$ cat config.mk
export PLATFORM = sky130hd
export DESIGN_NAME = ecc_scrub_engine
export DESIGN_NICKNAME = d
export VERILOG_FILES = /design/src/rtl/ecc_scrub_pkg.sv /design/src/rtl/scrub_pacer.sv /design/src/rtl/scrub_status.sv /design/src/rtl/ecc_scrub_engine.sv
export SDC_FILE = /design/constraint.sdc
export NUM_CORES = 1
export LEC_CHECK = 0
export ABC_AREA = 1
export BUFFER_PORTS_ARGS = -buffer_cell sky130_fd_sc_hd__buf_2
export CAP_MARGIN = 10
export CORE_MARGIN = 2
export CORE_UTILIZATION = 60
export CTS_BUF_LIST = sky130_fd_sc_hd__clkbuf_4
export DETAILED_ROUTE_END_ITERATION = 10
export GPL_TIMING_DRIVEN = 0
export PLACE_DENSITY = 0.93
export SLEW_MARGIN = 20
export SYNTH_ARGS = -nofsm -noshare
export SYNTH_HDL_FRONTEND = slang
export SYNTH_HIERARCHICAL = 1
export SYNTH_SLANG_ARGS = --single-unit
$ cat constraint.sdc
create_clock -name clk -period 4.9 [get_ports clk]
set_input_delay 0.245 -clock clk [delete_from_list [all_inputs] [get_ports clk]]
set_output_delay 0.245 -clock clk [all_outputs]
set_load 0.01 [all_outputs]
$ cat src/rtl/ecc_scrub_pkg.sv
package ecc_scrub_pkg;

  localparam int DATA_W  = 64;
  localparam int CHECK_W = 8;
  localparam int CW_LAST = 71;  // highest Hamming position

  typedef enum logic [2:0] {
    ST_IDLE,
    ST_INIT,
    ST_WAIT,
    ST_RD,
    ST_RSP,
    ST_FIX
  } scrub_st_t;

  typedef struct packed {
    logic [DATA_W-1:0] data;
    logic              ce;
    logic              ue;
  } secded_res_t;

  // Check byte: bits 6:0 are Hamming parities at positions 1,2,4..64,
  // bit 7 is the overall parity over data and the seven parities.
  function automatic logic [CHECK_W-1:0] secded_enc(input logic [DATA_W-1:0] d);
    logic [CW_LAST:1]  cw;
    logic [CHECK_W-1:0] c;
    int k;
    cw = '0;
    k  = 0;
    for (int p = 1; p <= CW_LAST; p++) begin
      if ((p & (p - 1)) != 0) begin
        cw[p] = d[k];
        k++;
      end
    end
    c = '0;
    for (int i = 0; i < CHECK_W - 1; i++)
      for (int p = 1; p <= CW_LAST; p++)
        if (p[i]) c[i] = c[i] ^ cw[p];
    c[CHECK_W-1] = (^d) ^ (^c[CHECK_W-2:0]);
    return c;
  endfunction

  function automatic secded_res_t secded_dec(input logic [DATA_W-1:0] d,
                                             input logic [CHECK_W-1:0] c);
    logic [CW_LAST:1] cw;
    logic [6:0]       syn;
    logic             ov;
    secded_res_t      r;
    int k;
    cw = '0;
    k  = 0;
    for (int p = 1; p <= CW_LAST; p++) begin
      if ((p & (p - 1)) != 0) begin
        cw[p] = d[k];
        k++;
      end
    end
    for (int i = 0; i < CHECK_W - 1; i++) cw[1 << i] = c[i];
    syn = '0;
    for (int i = 0; i < CHECK_W - 1; i++)
      for (int p = 1; p <= CW_LAST; p++)
        if (p[i]) syn[i] = syn[i] ^ cw[p];
    ov   = (^d) ^ (^c);
    r.ce = 1'b0;
    r.ue = 1'b0;
    if (ov) begin
      if (syn == '0) begin
        r.ce = 1'b1;  // overall parity bit itself flipped
      end else if (int'(syn) <= CW_LAST) begin
        cw[syn] = ~cw[syn];
        r.ce    = 1'b1;
      end else begin
        r.ue = 1'b1;
      end
    end else if (syn != '0) begin
      r.ue = 1'b1;
    end
    r.data = '0;
    k = 0;
    for (int p = 1; p <= CW_LAST; p++) begin
      if ((p & (p - 1)) != 0) begin
        r.data[k] = cw[p];
        k++;
      end
    end
    return r;
  endfunction

endpackage

$ cat src/rtl/scrub_pacer.sv
module scrub_pacer #(
  parameter int PERIOD_W = 8,
  parameter int UNIT_LG  = 8
) (
  input  logic                clk,
  input  logic                rst_n,
  input  logic                run,
  input  logic [PERIOD_W-1:0] period,
  output logic                tick
);
  localparam int SPAN_W = PERIOD_W + UNIT_LG;

  logic [PERIOD_W-1:0] per_eff;
  logic [SPAN_W-1:0]   span_m1;
  logic [SPAN_W-1:0]   cnt;

  assign per_eff = (period == '0) ? PERIOD_W'(1) : period;
  assign span_m1 = (SPAN_W'(per_eff) << UNIT_LG) - SPAN_W'(1);
  assign tick    = run && (cnt == span_m1);

  always_ff @(posedge clk) begin
    if (!rst_n)            cnt <= '0;
    else if (!run || tick) cnt <= '0;
    else                   cnt <= cnt + SPAN_W'(1);
  end


  pace_gap_chk: assert property (@(posedge clk) disable iff (!rst_n)
    tick |-> $past(run));

endmodule

$ cat src/rtl/scrub_status.sv
module scrub_status #(
  parameter int ADDR_W = 16,
  parameter int CNT_W  = 16
) (
  input  logic              clk,
  input  logic              rst_n,
  input  logic              ev,
  input  logic [ADDR_W-1:0] ev_addr,
  input  logic              clr,
  output logic [CNT_W-1:0]  count,
  output logic [ADDR_W-1:0] where
);
  localparam logic [CNT_W-1:0] CNT_MAX = '1;

  always_ff @(posedge clk) begin
    if (!rst_n) begin
      count <= '0;
      where <= '0;
    end else if (clr) begin
      count <= ev ? CNT_W'(1) : '0;
      where <= ev ? ev_addr : '0;
    end else if (ev) begin
      if (count != CNT_MAX) count <= count + CNT_W'(1);
      where <= ev_addr;
    end
  end


  cnt_sat_chk: assert property (@(posedge clk) disable iff (!rst_n)
    (count == CNT_MAX && !clr) |=> count == CNT_MAX);


  clr_zero_chk: assert property (@(posedge clk) disable iff (!rst_n)
    (clr && !ev) |=> (count == '0 && where == '0));

endmodule

$ cat src/rtl/ecc_scrub_engine.sv
module ecc_scrub_engine
  import ecc_scrub_pkg::*;
#(
  parameter int ADDR_W_MAX = 16,
  parameter int PERIOD_W   = 8,
  parameter int UNIT_LG    = 8,
  parameter int CNT_W      = 16,
  localparam int BITS_W    = $clog2(ADDR_W_MAX + 1)
) (
  input  logic                  clk,
  input  logic                  rst_n,
  input  logic                  cfg_ecc_en,
  input  logic                  cfg_scrub_en,
  input  logic [BITS_W-1:0]     cfg_addr_bits,
  input  logic [PERIOD_W-1:0]   cfg_period,
  output logic                  req_valid,
  input  logic                  req_ready,
  output logic                  req_write,
  output logic [ADDR_W_MAX-1:0] req_addr,
  output logic [DATA_W-1:0]     req_wdata,
  output logic [CHECK_W-1:0]    req_wcheck,
  input  logic                  rsp_valid,
  output logic                  rsp_ready,
  input  logic [DATA_W-1:0]     rsp_rdata,
  input  logic [CHECK_W-1:0]    rsp_rcheck,
  output logic                  init_done,
  output logic [CNT_W-1:0]      ce_count,
  output logic [ADDR_W_MAX-1:0] ce_addr,
  output logic [CNT_W-1:0]      ue_count,
  output logic [ADDR_W_MAX-1:0] ue_addr,
  input  logic                  clr_ce,
  input  logic                  clr_ue
);
  localparam logic [CHECK_W-1:0] ZERO_CHK = secded_enc('0);

  scrub_st_t             state;
  logic [ADDR_W_MAX-1:0] cur_addr, last_addr, next_addr;
  logic [DATA_W-1:0]     fix_data;
  logic [CHECK_W-1:0]    fix_check;
  int                    sweep_bits;
  logic                  req_fire, rsp_fire, pace_run, pace_tick;
  logic                  ce_ev, ue_ev;
  secded_res_t           dec;

  // Sweep range from the address-bit setting
  always_comb begin
    if (cfg_addr_bits == '0 || int'(cfg_addr_bits) > ADDR_W_MAX)
      sweep_bits = ADDR_W_MAX;
    else
      sweep_bits = int'(cfg_addr_bits);
    last_addr = {ADDR_W_MAX{1'b1}} >> (ADDR_W_MAX - sweep_bits);
  end

  assign next_addr  = (cur_addr >= last_addr) ? '0 : cur_addr + ADDR_W_MAX'(1);

  assign req_valid  = (state == ST_INIT) || (state == ST_RD) || (state == ST_FIX);
  assign req_write  = (state == ST_INIT) || (state == ST_FIX);
  assign req_addr   = cur_addr;
  assign req_wdata  = (state == ST_FIX) ? fix_data  : '0;
  assign req_wcheck = (state == ST_FIX) ? fix_check : ZERO_CHK;
  assign rsp_ready  = (state == ST_RSP);
  assign req_fire   = req_valid && req_ready;
  assign rsp_fire   = rsp_valid && rsp_ready;

  assign dec      = secded_dec(rsp_rdata, rsp_rcheck);
  assign ce_ev    = rsp_fire && dec.ce;
  assign ue_ev    = rsp_fire && dec.ue;
  assign pace_run = (state == ST_WAIT) && cfg_ecc_en && cfg_scrub_en;

  scrub_pacer #(.PERIOD_W(PERIOD_W), .UNIT_LG(UNIT_LG)) pacer_i (
    .clk    (clk),
    .rst_n  (rst_n),
    .run    (pace_run),
    .period (cfg_period),
    .tick   (pace_tick)
  );

  always_ff @(posedge clk) begin
    if (!rst_n) begin
      state     <= ST_IDLE;
      cur_addr  <= '0;
      init_done <= 1'b0;
      fix_data  <= '0;
      fix_check <= '0;
    end else begin
      case (state)
        ST_IDLE: if (cfg_ecc_en) state <= init_done ? ST_WAIT : ST_INIT;
        ST_INIT: if (req_fire) begin
          cur_addr <= next_addr;
          if (cur_addr >= last_addr) begin
            init_done <= 1'b1;
            state     <= cfg_ecc_en ? ST_WAIT : ST_IDLE;
          end else if (!cfg_ecc_en) begin
            state <= ST_IDLE;
          end
        end
        ST_WAIT: begin
          if (!cfg_ecc_en)    state <= ST_IDLE;
          else if (pace_tick) state <= ST_RD;
        end
        ST_RD: if (req_fire) state <= ST_RSP;
        ST_RSP: if (rsp_fire) begin
          if (dec.ce) begin
            fix_data  <= dec.data;
            fix_check <= secded_enc(dec.data);
            state     <= ST_FIX;
          end else begin
            cur_addr <= next_addr;
            state    <= ST_WAIT;
          end
        end
        ST_FIX: if (req_fire) begin
          cur_addr <= next_addr;
          state    <= ST_WAIT;
        end
        default: state <= ST_IDLE;
      endcase
    end
  end

  scrub_status #(.ADDR_W(ADDR_W_MAX), .CNT_W(CNT_W)) ce_stat_i (
    .clk(clk), .rst_n(rst_n), .ev(ce_ev), .ev_addr(cur_addr),
    .clr(clr_ce), .count(ce_count), .where(ce_addr)
  );

  scrub_status #(.ADDR_W(ADDR_W_MAX), .CNT_W(CNT_W)) ue_stat_i (
    .clk(clk), .rst_n(rst_n), .ev(ue_ev), .ev_addr(cur_addr),
    .clr(clr_ue), .count(ue_count), .where(ue_addr)
  );


  req_hold_chk: assert property (@(posedge clk) disable iff (!rst_n)
    (req_valid && !req_ready) |=> (req_valid && $stable(req_write) &&
      $stable(req_addr) && $stable(req_wdata) && $stable(req_wcheck)));


  read_gate_chk: assert property (@(posedge clk) disable iff (!rst_n)
    ($rose(req_valid) && !req_write) |-> $past(cfg_ecc_en && cfg_scrub_en));


  fix_follow_chk: assert property (@(posedge clk) disable iff (!rst_n)
    ce_ev |=> (req_valid && req_write && req_addr == $past(cur_addr)));


  done_sticky_chk: assert property (@(posedge clk) disable iff (!rst_n)
    init_done |=> init_done);


  ue_no_fix_chk: assert property (@(posedge clk) disable iff (!rst_n)
    ue_ev |=> !req_valid);

endmodule

==> impl_metrics.json, run 1 <==
{
  "holdPathEnd": "ue_stat_i/count[3]",
  "max_cap_violations": 0,
  "fin_cells": 3648,
  "finClkSkew_ns": 0.0446,
  "synthCells": 2974,
  "wl_per_cell_um": 16.6,
  "antenna_left": 0,
  "drt_iter0_markers": 2344,
  "worst_pin_slew_ns": 0.690,
  "nFillCells": 2522,
  "syn-num-nets": 3091,
  "yosys-top-cells-area": "nand2_1 23%, dfxtp_1 21%, inv_1 9.6%",
  "synth_top_area_frac": 0.234,
  "max_freq_mhz": 207,
  "worst_path_largest_cell_delay_ns": 0.39,
  "status": "completed",
  "synth_top_cell_by_area": "nand2_1",
  "io_buffers": 230,
  "dieArea_mm2": 0.0292,
  "clock_sinks": 172,
  "dp_cells": 3582,
  "grt.overflow.total": 0,
  "wl_um": 60700,
  "drt-pass1-iter-count": 9,
  "finalSetupViolations": 0,
  "slew_violations": 0,
  "ys_warn_count": 6,
  "area_growth_pct": 18.0,
  "worstSetupPathType": "in2reg",
  "avgSynthCellArea_um2": 5.62,
  "die_w_um": 171,
  "seq_area_mm2": 0.00344,
  "viasPerCell": 5.58,
  "synth_edf_count": 0,
  "power.density_mw_per_mm2": 442,
  "crit_fanout": 10,
  "r2r-end": "ce_stat_i/where[13]",
  "ys_ff_latch": 172,
  "fin_setup_tns_ns": 0,
  "crit_top_cell": "nand2_1",
  "yosys_most_used_dff": "dfxtp_1",
  "synth-async-reset-ratio": 0,
  "grt_pass1_wl_um": 90200,
  "worstSkewPairLatency_ns": 0.63,
  "grt_setup_unrepaired": "true",
  "clock_path_buffers": 2,
  "drc_errors": 0,
  "r2r_cells": 11,
  "io_pins": 249,
  "yosysSeqAreaShare": 0.206,
  "hold_viol_final": 0,
  "htree_levels": 4,
  "fin_crit_ns": 4.83,
  "grt_use_total": 0.395,
  "regToRegStartpoint": "state[1]",
  "fp-row-count": 61,
  "setup.worst_path.start_class": "input pin",
  "antenna_found_initial": 1,
  "start_util": 0.605,
  "cts_buffers": 17,
  "die_h_um": 171,
  "clk_pin_slew_ns": 0.17,
  "ctsRootBufferMaster": "clkbuf_4",
  "crit_arrival_ns": 5.34,
  "reg2reg_slack_ns": 1.62,
  "finalCritPeriodShare": 0.986,
  "grt_max_degree": 21,
  "peakVddDrop_v": 0.000712,
  "cts_tree": "yes",
  "min-delay-start": "clr_ue",
  "place_congestion": 1.04,
  "hpwl_um": 47200,
  "vias": 20400,
  "whs_path_depth": 4,
  "crit_slowest_cell": "xor2_1",
  "hold_class": "in2reg",
  "leakage_uw": 0.0104,
  "synth_cell_type_count": 52,
  "grt_pass1_vias": 17800,
  "final_nets": 3372,
  "core_area_mm2": 0.0276,
  "max_slew_margin": 0.540,
  "drive_above_1_share": 0.185,
  "multiInputGateArea_mm2": 0.0117,
  "netlist_area_mm2": 0.0167,
  "end_kind": "flip-flop",
  "cp_data_required_time_ns": 5.41
}
==> cells in the mapped netlist, types with 6 or more instances <==
cell,instances
o21ai_0,134
buf_6,9
o211ai_1,6
nor2_1,295
nor2_2,22
xor2_1,82
nand3b_1,13
ha_1,24
a21oi_1,149
xnor2_1,94
buf_4,6
buf_2,25
nor2_4,9
dfxtp_1,172
o21a_1,8
o21ai_1,18
nand3_1,222
nand2_2,34
nand4_1,18
nand2_1,1040
xor2_2,6
nand3_2,14
nor3_1,10
o21ai_2,9
clkbuf_1,34
a21oi_2,9
inv_2,32
inv_1,428
==> metal layers <==
metal	global-route usage	wire length, um	vias to the layer above
li1	-	-	9740
met1	0.495	23900	9163
met2	0.649	27300	1204
met3	0.0655	6280	254
met4	0.211	3310	0
met5	0	0	-
==> repair_timing <==
| item | 4_1_cts | 5_1_grt |
|---|---|---|
| pin swaps | 0 | 41 |
| endpoints found under the hold margin | 4 | 0 |
| setup endpoints to repair | 1 | 45 |
| cloned | 0 | 4 |
| gates resized for setup | 2 | 202 |
| hold buffers | 2 | 0 |
| buffers inserted | 0 | 26 |
==> sequential cells by signal, summed over array words and instances, names as in the netlist <==
register         cells
ue_stat_i/where     16
req_addr            16
init_done            1
ce_stat_i/where     16
state                3
pacer_i/cnt         16
fix_check            8
ue_stat_i/count     16
ce_stat_i/count     16
fix_data            64
==> how the worst max path moves through the flow <==
stage	start	to	slack (ns)	depth (start not counted)
CTS	rsp_rdata[46]	fix_check[7]	0.02	41
floorplan	cfg_addr_bits[0]	req_addr[5]	0.44	28
global placement	rsp_rdata[46]	fix_check[7]	-0.57	41
detailed placement	rsp_rdata[46]	fix_check[7]	-0.69	41
finish	rsp_rdata[55]	fix_check[7]	0.07	41
global route	rsp_rdata[17]	fix_check[7]	-0.28	49
==> critical path, delay by kind of cell <==
family	cells	cell delay (ns)
AO/OA/AOI/OAI	3	0.48
AND/OR/NAND/NOR	24	2.26
XOR/XNOR	5	1.33
buffers and inverters	9	1.00
==> layout by cell type, fill, tap and decap left out, types with 7 or more instances in the layout <==
cell,netlist,final
xor2_1,82,74
nand4_1,18,18
buf_6,9,12
o21ai_2,9,12
xnor2_2,4,8
nand2_2,34,84
buf_4,6,28
o21ai_4,0,7
nor2_2,22,25
xnor2_1,94,90
xor2_2,6,13
clkbuf_1,34,33
clkbuf_4,0,27
nor3_1,10,10
o21ai_1,18,21
inv_1,428,421
o21a_1,8,8
nand2_1,1040,982
o21ai_0,134,121
nand3b_1,13,13
nand3_2,14,24
a21oi_1,149,142
nor2_1,295,288
inv_2,32,36
nand3_1,222,212
nand2_4,5,13
a21oi_4,1,11
dfxtp_1,172,172
buf_2,25,240
ha_1,24,24
nor2_4,9,13
==> layout make-up <==
type	count	share of cell area
clock buffers	17	0.00647
flip-flops and latches	172	0.175
well taps	378	0.0240
clock inverters	15	0.0120
inverters	463	0.0887
multi-input cells	2260	0.593
diodes	2	0.000254
plain buffers	80	0.0272
repair buffers	261	0.0742
==> report_power, final <==
| part | internal (uW) | switching, uW |
|---|---|---|
| combinational | 2050 | 4010 |
| clock | 350 | 666 |
| sequential | 1540 | 91.5 |
| total | 3940 | 4770 |
==> cells by family (layout without fill, tap and decap cells) <==
| family | count (synthesis) | count (layout) | share of synthesized area |
|---|---|---|---|
| adder cells (fa/ha/maj) | 24 | 24 | 0.0180 |
| flip-flops | 172 | 172 | 0.206 |
| XOR/XNOR | 187 | 187 | 0.104 |
| other | 0 | 2 | 0 |
| AO/OA/AOI/OAI | 354 | 354 | 0.116 |
| AND/OR/NAND/NOR | 1694 | 1695 | 0.426 |
| buffers and inverters | 543 | 836 | 0.130 |
==> per-stage QoR <==
| step | instance area, um2 | hold WS (ns) | setup WS, ns | power [uW] | utilization |
|---|---|---|---|---|---|
| after detailed placement | 18300 | 0.447 | -0.688 | 6380 | 0.663 |
| after floorplan | 16700 | 0.406 | 0.442 | 5130 | - |
| after global placement | 18300 | 0.440 | -0.569 | 6260 | 0.663 |
| after CTS | 18700 | 0.0135 | 0.0181 | 7400 | 0.678 |
| after global routing | 19700 | 0.0521 | -0.283 | 9150 | 0.714 |
| final | 19700 | 0.0418 | 0.0687 | 8710 | 0.714 |
Note: power is estimated with default switching activity, not from simulation.
==> inputs of run 2 (changes only) <==
- ABC_AREA: 1 -> default
- CORE_UTILIZATION: 60 -> 25
- PLACE_DENSITY: 0.93 -> 0.52
==> run 2 against run 1 <==
  * The run now ends with setup timing left
  * Register-to-register slack got worse by 0.72 ns
  * Via count fell by 29%
  * Global-route usage fell by 20 points
  * Combinational power rose by 72%
  * Critical path type unchanged
  * Synthesized cell count fell by 44%
  * Largest cell class unchanged
  * Clock-buffer cell count did not move
  * Clock power fell by 15%
  * Wire length fell by 1.3%
  * Design area fell by 6.3%
  * Maximum frequency fell by 10%
==> impl_metrics.json, run 2 <==
{
  "start_util": 0.253,
  "dieArea_mm2": 0.0591,
  "clk_pin_slew_ns": 0.15,
  "layout_commonest_cell": "buf_2",
  "ctsRootBufferMaster": "clkbuf_4",
  "status": "finished, violations left",
  "yosys_most_used_dff": "dfxtp_1",
  "cp-startpoint": "rsp_rdata[21]",
  "fin_setup_tns_ns": -0.854,
  "place_area_mm2": 0.0166,
  "fin_crit_ns": 5.38,
  "clock_sinks": 172,
  "max_slew_margin": 0.473,
  "io_pins": 249,
  "wl_um": 59900,
  "yosysSeqAreaShare": 0.241,
  "finClkSkew_ns": 0.0336,
  "synth_cell_type_count": 97,
  "critPathCapture": "fix_check[7]",
  "leakage_uw": 0.00766,
  "largest_register_ffs": 64,
  "syn-num-nets": 1796,
  "synthCells": 1679,
  "worstSetupPathType": "in2reg",
  "ys_warn_count": 6,
  "final_nets": 2126,
  "multiInputGateArea_mm2": 0.0111,
  "antenna_found_initial": 3,
  "drc_errors": 0,
  "die_h_um": 243,
  "fp-row-count": 87,
  "hpwl_um": 47000,
  "worst_pin_slew_ns": 0.785,
  "htree_levels": 4,
  "crit_fanout": 10,
  "core_area_mm2": 0.0565,
  "max_cap_violations": 0,
  "wl_per_cell_um": 21.5,
  "grt_setup_unrepaired": "true",
  "hold_viol_final": 0,
  "synth_top_cells_by_count": "172 x dfxtp_1, 157 x xnor2_1, 152 x nor2_1, 126 x nand2_1, 85 x and3_1",
  "yosys-top-cells-area": "dfxtp_1 24%, xnor2_1 9.6%, xnor3_1 6.6%",
  "final_cell_mix": "233 x buf_2, 172 x dfxtp_1, 145 x nor2_1, 124 x nand2_1, 118 x xnor2_1",
  "avgSynthCellArea_um2": 8.51,
  "io_buffers": 230,
  "cts_tree": "yes",
  "grt.overflow.total": 0,
  "slew_violations": 0,
  "setup.worst_path.start_class": "input pin",
  "ys_ff_latch": 172,
  "synth_top_area_frac": 0.241,
  "synth-async-reset-ratio": 0,
  "reg2reg_slack_ns": 0.90,
  "synth.most_common_cell": "dfxtp_1",
  "grt_max_degree": 19,
  "synth_top_cell_by_area": "dfxtp_1",
  "drt_iter0_markers": 1234,
  "worstSkewPairLatency_ns": 0.72,
  "viasPerCell": 5.19,
  "netlist_area_mm2": 0.0143,
  "regToRegStartpoint": "req_addr[0]",
  "cp_data_required_time_ns": 5.54,
  "top_register": "fix_data",
  "synth_edf_count": 0,
  "die_w_um": 243,
  "clock_path_buffers": 2,
  "crit_arrival_ns": 6.02,
  "fin_ws_ns": -0.482,
  "nFillCells": 5917,
  "r2r-end": "state[1]",
  "place_congestion": 0.928,
  "grt_pass1_wl_um": 86200,
  "hold_class": "in2reg",
  "finalSetupViolations": 7,
  "max_freq_mhz": 186,
  "peakVddDrop_v": 0.000503,
  "area_growth_pct": 29.2,
  "vias": 14400,
  "cts_buffers": 17,
  "drt-pass1-iter-count": 6,
  "seq_area_mm2": 0.00344,
  "power.density_mw_per_mm2": 690,
  "antenna_left": 0,
  "end_kind": "flip-flop",
  "grt_use_total": 0.195,
  "design_area_mm2": 0.0185,
  "finalCritPeriodShare": 1.10,
  "grt_pass1_vias": 13600,
  "violations": "setup timing",
  "r2r_cells": 20,
  "drive_above_1_share": 0.279
}
[run 2: cell count changes after synthesis, sizes merged, moves of 85 or more]
cell and delta:
inv -421, and3 +85, nand3 -198, nand2 -953
nor2 -171, o21ai -100
[run 2: timing repair]
| action | CTS | global route |
|---|---|---|
| gates cloned | 0 | 1 |
| setup buffers | 16 | 48 |
| pin swaps | 14 | 48 |
| setup endpoints to repair | 41 | 50 |
| resized for setup | 71 | 125 |
| endpoints found under the hold margin | 30 | 0 |
| hold buffers | 17 | 0 |
[run 2: report_power, final]
group          switching, uW  internal [uW]
combinational           5800           4630
sequential              26.3           1420
clock                    634            229
[run 2: routing by layer]
layer  global-route usage  share of wire  vias up
met3               0.0468          0.076      122
met4               0.0785          0.040        0
met1                0.241           0.42     6973
met5                    0              0        -
li1                     -              -     6732
met2                0.326           0.47      616
[run 2: worst min-delay path by stage]
| stage | slack (ns) | from | cells past startpoint | to |
|---|---|---|---|---|
| floorplan | 0.42 | req_ready | 2 | state[2] |
| global placement | 0.44 | fix_data[57] | 2 | fix_data[57] |
| detailed placement | 0.44 | fix_check[0] | 2 | fix_check[0] |
| CTS | 0.01 | rsp_rdata[29] | 4 | fix_data[29] |
| global route | 0.03 | rsp_rdata[27] | 3 | fix_data[27] |
| finish | 0.08 | rsp_rdata[35] | 3 | fix_data[35] |
[run 2: final cells by class]
type	count	share of cell area
clock buffer	17	0.00691
inverter	40	0.00880
buffer	114	0.0351
clock inverter	15	0.00826
antenna	5	0.000677
multi-input combinational	1352	0.602
timing repair buffer	312	0.101
tap	756	0.0512
sequential	172	0.186
[run 2: through the flow]
stage / power [uW] / setup WS [ns] / util / hold WS (ns) / instances
floorplan: 7420 / -0.647 / - / 0.418 / 1679
global placement: 9480 / -2.20 / 0.293 / 0.444 / 2665
detailed placement: 9530 / -2.23 / 0.293 / 0.445 / 2665
CTS: 11200 / -0.380 / 0.310 / 0.0115 / 2730
global route: 13200 / -0.466 / 0.327 / 0.0305 / 2783
finish: 12700 / -0.482 / 0.327 / 0.0818 / 2783
[run 2: logic make-up after synthesis]
family / synth area share
buf+inv: 0.0462
xor+xnor: 0.228
compound gates: 0.184
mux: 0.0551
flops: 0.241
fa+ha+maj: 0.0217
simple gates: 0.225
[run 2: critical path, cell delays in order]
cell,delay [ns]
buf_12,0.10
xnor2_2,0.14
xnor3_2,0.46
xnor3_2,0.41
buf_4,0.16
xnor3_1,0.44
buf_4,0.24
nand2_1,0.08
mux2i_1,0.20
a22oi_2,0.13
a221oi_2,0.42
nand4bb_1,0.19
buf_4,0.19
buf_6,0.18
nor2_4,0.09
buf_4,0.16
mux2i_2,0.30
xnor3_1,0.55
xor3_1,0.25
xnor3_2,0.29
xor3_1,0.38
xnor3_1,0.21
nand2_1,0.06
a21oi_2,0.12
